==> src/rtl/ramp_pkg.sv <==
package ramp_pkg;
  localparam int unsigned RAMP_CODE_W = 16;
  localparam int unsigned RAMP_FRAC_W = 16;
  localparam int unsigned RAMP_CNT_W  = 16;
endpackage

==> src/rtl/ramp_seg_sel.sv <==
// Active step and parked segment; decides when a parked segment takes over.
module ramp_seg_sel #(
  parameter int unsigned ACC_W = 32,
  parameter int unsigned CNT_W = 16
) (
  input  logic             clk_i,
  input  logic             rst_ni,
  input  logic             load_idle_i,
  input  logic             load_busy_i,
  input  logic [ACC_W-1:0] load_step_i,
  input  logic [CNT_W-1:0] load_cnt_i,
  input  logic             tick_en_i,
  output logic             take_pend_o,
  output logic [CNT_W-1:0] pend_cnt_o,
  output logic [ACC_W-1:0] eff_step_o
);
  logic [ACC_W-1:0] step_q, pend_step_q;
  logic [CNT_W-1:0] pend_cnt_q;
  logic             pend_v_q;

  assign take_pend_o = tick_en_i & pend_v_q;
  assign pend_cnt_o  = pend_cnt_q;
  assign eff_step_o  = take_pend_o ? pend_step_q : step_q;

  always_ff @(posedge clk_i or negedge rst_ni) begin
    if (!rst_ni) begin
      step_q      <= '0;
      pend_step_q <= '0;
      pend_cnt_q  <= '0;
      pend_v_q    <= 1'b0;
    end else if (load_idle_i) begin
      step_q   <= load_step_i;
      pend_v_q <= 1'b0;
    end else begin
      if (take_pend_o) step_q <= pend_step_q;
      if (load_busy_i) begin
        pend_step_q <= load_step_i;
        pend_cnt_q  <= load_cnt_i;
        pend_v_q    <= 1'b1;
      end else if (take_pend_o) begin
        pend_v_q <= 1'b0;
      end
    end
  end
endmodule

==> src/rtl/ramp_counter.sv <==
// Update-count terminator and done pulse.
module ramp_counter #(
  parameter int unsigned CNT_W = 16
) (
  input  logic             clk_i,
  input  logic             rst_ni,
  input  logic             load_idle_i,
  input  logic [CNT_W-1:0] load_cnt_i,
  input  logic             take_pend_i,
  input  logic [CNT_W-1:0] pend_cnt_i,
  input  logic             tick_en_i,
  output logic             step_en_o,
  output logic             busy_o,
  output logic             done_o
);
  localparam logic [CNT_W-1:0] ONE = CNT_W'(1);

  logic [CNT_W-1:0] cnt_q, eff_cnt;
  logic             done_q;

  assign eff_cnt   = take_pend_i ? pend_cnt_i : cnt_q;
  assign step_en_o = tick_en_i & (eff_cnt != '0);
  assign busy_o    = (cnt_q != '0);
  assign done_o    = done_q;

  always_ff @(posedge clk_i or negedge rst_ni) begin
    if (!rst_ni) begin
      cnt_q  <= '0;
      done_q <= 1'b0;
    end else if (load_idle_i) begin
      cnt_q  <= load_cnt_i;
      done_q <= 1'b0;
    end else begin
      done_q <= step_en_o & (eff_cnt == ONE);
      if (step_en_o)        cnt_q <= eff_cnt - ONE;
      else if (take_pend_i) cnt_q <= '0;
    end
  end
endmodule

==> src/rtl/ramp_accum.sv <==
// Fixed-point accumulator with clamping at both ends of the code range.
module ramp_accum #(
  parameter int unsigned CODE_W = 16,
  parameter int unsigned FRAC_W = 16,
  localparam int unsigned ACC_W = CODE_W + FRAC_W
) (
  input  logic              clk_i,
  input  logic              rst_ni,
  input  logic              load_idle_i,
  input  logic [CODE_W-1:0] load_level_i,
  input  logic              step_en_i,
  input  logic [ACC_W-1:0]  step_i,
  output logic [CODE_W-1:0] code_o
);
  logic [ACC_W-1:0]        acc_q, acc_sat;
  logic signed [ACC_W+1:0] sum;

  always_comb begin
    sum = $signed({2'b00, acc_q}) + $signed({{2{step_i[ACC_W-1]}}, step_i});
    if (sum[ACC_W+1])    acc_sat = '0;      // fell below zero
    else if (sum[ACC_W]) acc_sat = '1;      // passed the top
    else                 acc_sat = sum[ACC_W-1:0];
  end

  always_ff @(posedge clk_i or negedge rst_ni) begin
    if (!rst_ni)          acc_q <= '0;
    else if (load_idle_i) acc_q <= {load_level_i, {FRAC_W{1'b0}}};
    else if (step_en_i)   acc_q <= acc_sat;
  end

  assign code_o = acc_q[ACC_W-1:FRAC_W];
endmodule

==> src/rtl/ramp_stepper.sv <==
module ramp_stepper
  import ramp_pkg::*;
#(
  parameter int unsigned CODE_W = RAMP_CODE_W,
  parameter int unsigned FRAC_W = RAMP_FRAC_W,
  parameter int unsigned CNT_W  = RAMP_CNT_W,
  localparam int unsigned ACC_W = CODE_W + FRAC_W
) (
  input  logic              clk_i,
  input  logic              rst_ni,
  input  logic              load_i,
  input  logic [ACC_W-1:0]  load_step_i,
  input  logic [CNT_W-1:0]  load_count_i,
  input  logic [CODE_W-1:0] load_level_i,
  input  logic              enable_i,
  input  logic              tick_i,
  output logic [CODE_W-1:0] dac_code_o,
  output logic              busy_o,
  output logic              done_o
);
  logic             load_idle, load_busy, tick_en;
  logic             take_pend, step_en, busy;
  logic [CNT_W-1:0] pend_cnt;
  logic [ACC_W-1:0] eff_step;

  assign tick_en   = tick_i & enable_i;
  assign load_idle = load_i & ~busy;
  assign load_busy = load_i & busy;

  ramp_seg_sel #(.ACC_W(ACC_W), .CNT_W(CNT_W)) u_seg (
    .clk_i, .rst_ni,
    .load_idle_i (load_idle),
    .load_busy_i (load_busy),
    .load_step_i (load_step_i),
    .load_cnt_i  (load_count_i),
    .tick_en_i   (tick_en),
    .take_pend_o (take_pend),
    .pend_cnt_o  (pend_cnt),
    .eff_step_o  (eff_step)
  );

  ramp_counter #(.CNT_W(CNT_W)) u_cnt (
    .clk_i, .rst_ni,
    .load_idle_i (load_idle),
    .load_cnt_i  (load_count_i),
    .take_pend_i (take_pend),
    .pend_cnt_i  (pend_cnt),
    .tick_en_i   (tick_en),
    .step_en_o   (step_en),
    .busy_o      (busy),
    .done_o      (done_o)
  );

  ramp_accum #(.CODE_W(CODE_W), .FRAC_W(FRAC_W)) u_acc (
    .clk_i, .rst_ni,
    .load_idle_i  (load_idle),
    .load_level_i (load_level_i),
    .step_en_i    (step_en),
    .step_i       (eff_step),
    .code_o       (dac_code_o)
  );

  assign busy_o = busy;
endmodule

==> config.mk <==
export PLATFORM = sky130hd
export DESIGN_NAME = ramp_stepper
export DESIGN_NICKNAME = d
export VERILOG_FILES = /design/src/rtl/ramp_pkg.sv /design/src/rtl/ramp_seg_sel.sv /design/src/rtl/ramp_counter.sv /design/src/rtl/ramp_accum.sv /design/src/rtl/ramp_stepper.sv
export SDC_FILE = /design/constraint.sdc
export NUM_CORES = 1
export LEC_CHECK = 0
export BUFFER_PORTS_ARGS = -buffer_cell sky130_fd_sc_hd__buf_2
export CAP_MARGIN = 20
export CORE_ASPECT_RATIO = 1.75
export CORE_MARGIN = 5
export CORE_UTILIZATION = 35
export DETAILED_ROUTE_END_ITERATION = 12
export PLACE_DENSITY_LB_ADDON = 0.2
export SLEW_MARGIN = 20
export SYNTH_ARGS = -nofsm -noshare
export SYNTH_HDL_FRONTEND = slang
export SYNTH_SLANG_ARGS = --single-unit
==> constraint.sdc <==
create_clock -name clk_i -period 4.3 [get_ports clk_i]
set_clock_uncertainty 0.1 [all_clocks]
set_input_delay 0 -clock clk_i [delete_from_list [all_inputs] [get_ports clk_i]]
set_output_delay 0 -clock clk_i [all_outputs]
set_load 0.02 [all_outputs]
==> results_dict.tcl <==
set metrics [dict create \
    status "complete, no violations" \
    drt_pass1_iterations 5 \
    synth_edf_count 0 \
    grtUsageTotal 0.185 \
    dieArea_sq_um 26700 \
    hold_viol 0 \
    cts_buffers 17 \
    path_clk_slew_ns 0.06 \
    maxCapViolCount 0 \
    p_leak_uw 0.00468 \
    finalCritPeriodShare 0.893 \
    wl_per_cell_microns 17.6 \
    ys_seq_area_frac 0.396 \
    synthSimpleGateAreaFrac 0.184 \
    syn_area_sq_um 8210 \
    yosysWarnings 0 \
    num_antenna_cells 0 \
    clockRootBuffer "clkbuf_16" \
    die_h_microns 213 \
    cts_tree "yes" \
    vias_per_cell 5.25 \
    synth_fp_nets 1027 \
    layout-drive-gt1-share 0.219 \
    fillers 2304 \
    multi_input_area_sq_um 4630 \
    pin_count 87 \
    slew_viol_final 0 \
    insertion_delay_ns 0.43 \
    die_w_microns 126 \
    worst-r2r-cell-count 13 \
    wl_microns 24300 \
    final.setup.tns_ns 0 \
    yosys.area_share.xor_xnor 0.0511 \
    final_util 0.442 \
    cp-start-kind "register" \
    grt_overflow 0 \
    crit_chain "and3_2 > buf_4 > nand2_1 > nand2_1 > ha_1 > a21o_1 > a211o_1 > o32a_1 > a21o_1 > a221oi_2 > a21oi_1 > nand3b_4 > a32oi_1" \
    slew_headroom 0.364 \
    power.density_nw_per_um2 720 \
    crit_path_end_kind "register" \
    min_path_type "in2async" \
    fin_crit_ns 3.84 \
    vias 7253 \
    synth.mux.area_fraction 0.112 \
    avgSynthCellArea_sq_um 8.91 \
    synth-compound-area-share 0.158 \
    grt_max_degree 98 \
    core_sq_um 23200 \
    reg2reg_slack_ns 0.46 \
    synth_adder_area_share 0.0573 \
    synth_top_family_by_area "simple AND/OR/NAND/NOR gates" \
    cpPeakStageDelay_ns 0.47 \
    row_count 74 \
    cts_resized 0 \
    grt_pass1_vias 7503 \
    seq_area_sq_um 3250 \
    ctsHtreeMaxLevel 4 \
    start_util 0.353 \
    finalNetCount 1171 \
    reg2reg_to "u_acc.acc_q[31]$_DFFE_PN0P_" \
    required_ns 4.53 \
    setup_viol 0 \
    ir_drop_mv 0.349 \
    antenna_left 0 \
    routabilityCongestion 0.863 \
    worstMarginPinSlew_ns 0.954 \
    path_class "reg2reg" \
    fmax_mhz 261 \
    rsz0062_at_grt "no" \
    clockBufferDepth 2 \
    async_flop_share 1.00 \
    ys_ff_latch 130 \
    cp_slowest_cell "nand3b_4" \
    area_growth_pct 25.0 \
    synth_cells 921 \
    drtIter0Drc 325 \
    critPathArrivalTime_ns 4.07 \
    grt_pass1_wl_microns 39100 \
    reg2reg_from "u_seg.pend_v_q$_DFFE_PN0P_" \
    crit_fanout 32 \
    drc 0 \
    cts.sinks 130 \
    dp_hpwl_microns 17800 \
    antenna_found_initial 0 \
    port-buffer-count 86 \
    synth_ff_type "dfrtp_1" \
    ys_types 61 \
]
==> registers in the layout (all words and copies together) (netlist names) <==
register and cells:
u_cnt.cnt_q 16, u_seg.pend_cnt_o 16, u_acc.acc_q 32, u_cnt.done_o 1
u_seg.pend_step_q 32, u_seg.step_q 32, u_seg.pend_v_q 1
==> cell families after synthesis <==
family	after synthesis
multiplexers	82
AO/OA/AOI/OAI	208
AND/OR/NAND/NOR	346
flip-flops	130
XOR/XNOR	47
adder cells (fa/ha/maj)	37
buffers and inverters	71
==> routing by layer <==
layer	GRT usage	share of wire
met5	0	0
met4	0.0837	0.032
met3	0.0314	0.028
met2	0.353	0.56
met1	0.197	0.38
==> through the flow <==
stage	total power, uW	hold WS (ns)	area [sq um]	std cells	worst slack, ns
6_report	7390	0.161	10300	1381	0.462
2_1_floorplan	4860	-0.396	8210	921	0.354
4_1_cts	7480	0.209	10300	1381	0.440
3_5_place_dp	5880	0.0989	8970	1282	0.448
3_3_place_gp	5850	0.0900	8970	1282	0.498
5_1_grt	7990	0.250	10300	1381	0.167
==> layout make-up <==
class                      instances  area share
timing repair buffer             182       0.131
sequential                       130       0.317
tap                              304      0.0371
inverter                          14     0.00512
multi-input combinational        720       0.451
clock buffer                      21      0.0468
clock inverter                    10      0.0128
==> cells in the final DEF, fill, tap and decap left out, drive strengths merged, types with 4 or more instances in the layout <==
master	count
clkbuf	21
nand3	16
and3	12
a211oi	9
nand2	174
dlygate4sd3	68
nor3	15
a31oi	9
o22ai	9
clkinv	6
nor2	84
o211ai	5
dfrtp	130
a21o	13
nand2b	8
a21oi	62
ha	36
o21ai	61
buf	114
xnor2	30
a22oi	4
nand4	10
mux2i	4
nor2b	6
xor2	17
inv	14
mux2	78
o221ai	11
nor4	6
and2	4
==> report_power, final <==
part | internal (uW) | switching, uW
combinational | 1680 | 2260
clock | 964 | 537
sequential | 1660 | 294
total | 4300 | 3090
==> worst max-delay path, delay by kind of cell (launching register included) <==
kind / cells / cell delay (ns)
AOI/OAI and AO/OA: 7 / 1.74
adders and majority gates: 1 / 0.35
buffers and inverters: 1 / 0.24
DFF: 1 / 0.41
and+or+nand+nor: 4 / 0.90
==> Yosys cell counts, types with 6 or more instances <==
| master | count | share of area |
|---|---|---|
| nor4_1 | 6 | 0.0046 |
| a21oi_1 | 62 | 0.038 |
| a211oi_1 | 9 | 0.0082 |
| nand3_1 | 16 | 0.0098 |
| nand2_1 | 174 | 0.080 |
| nor2_1 | 84 | 0.038 |
| ha_1 | 36 | 0.055 |
| dfrtp_1 | 130 | 0.40 |
| nor2b_1 | 6 | 0.0046 |
| o21ai_1 | 18 | 0.011 |
| nor3_1 | 15 | 0.0091 |
| buf_2 | 12 | 0.0073 |
| a31oi_1 | 9 | 0.0069 |
| xnor2_1 | 29 | 0.031 |
| a21o_1 | 13 | 0.012 |
| clkbuf_1 | 24 | 0.011 |
| o22ai_1 | 9 | 0.0069 |
| buf_4 | 16 | 0.015 |
| and3_1 | 12 | 0.0091 |
| nand2b_1 | 8 | 0.0061 |
| inv_1 | 14 | 0.0064 |
| xor2_1 | 17 | 0.018 |
| mux2_2 | 78 | 0.11 |
| o221ai_1 | 11 | 0.012 |
| nand4_1 | 10 | 0.0076 |
| o21ai_0 | 43 | 0.026 |
==> worst max-delay path by stage <==
stage	endpoint	from	slack [ns]	cells after the start
floorplan	u_acc.acc_q[28]$_DFFE_PN0P_	u_seg.pend_v_q$_DFFE_PN0P_	0.35	18
global placement	u_acc.acc_q[31]$_DFFE_PN0P_	u_seg.pend_v_q$_DFFE_PN0P_	0.50	13
detailed placement	u_acc.acc_q[31]$_DFFE_PN0P_	u_seg.pend_v_q$_DFFE_PN0P_	0.45	13
CTS	u_acc.acc_q[31]$_DFFE_PN0P_	u_seg.pend_v_q$_DFFE_PN0P_	0.44	13
global route	u_acc.acc_q[23]$_DFFE_PN0P_	u_seg.pend_v_q$_DFFE_PN0P_	0.17	14
finish	u_acc.acc_q[31]$_DFFE_PN0P_	u_seg.pend_v_q$_DFFE_PN0P_	0.46	13
==> repair_timing <==
item	4_1_cts	5_1_grt
setup buffers	0	0
endpoints found under the hold margin	209	0
hold buffers	68	0
(Power assumes the default switching activity.)
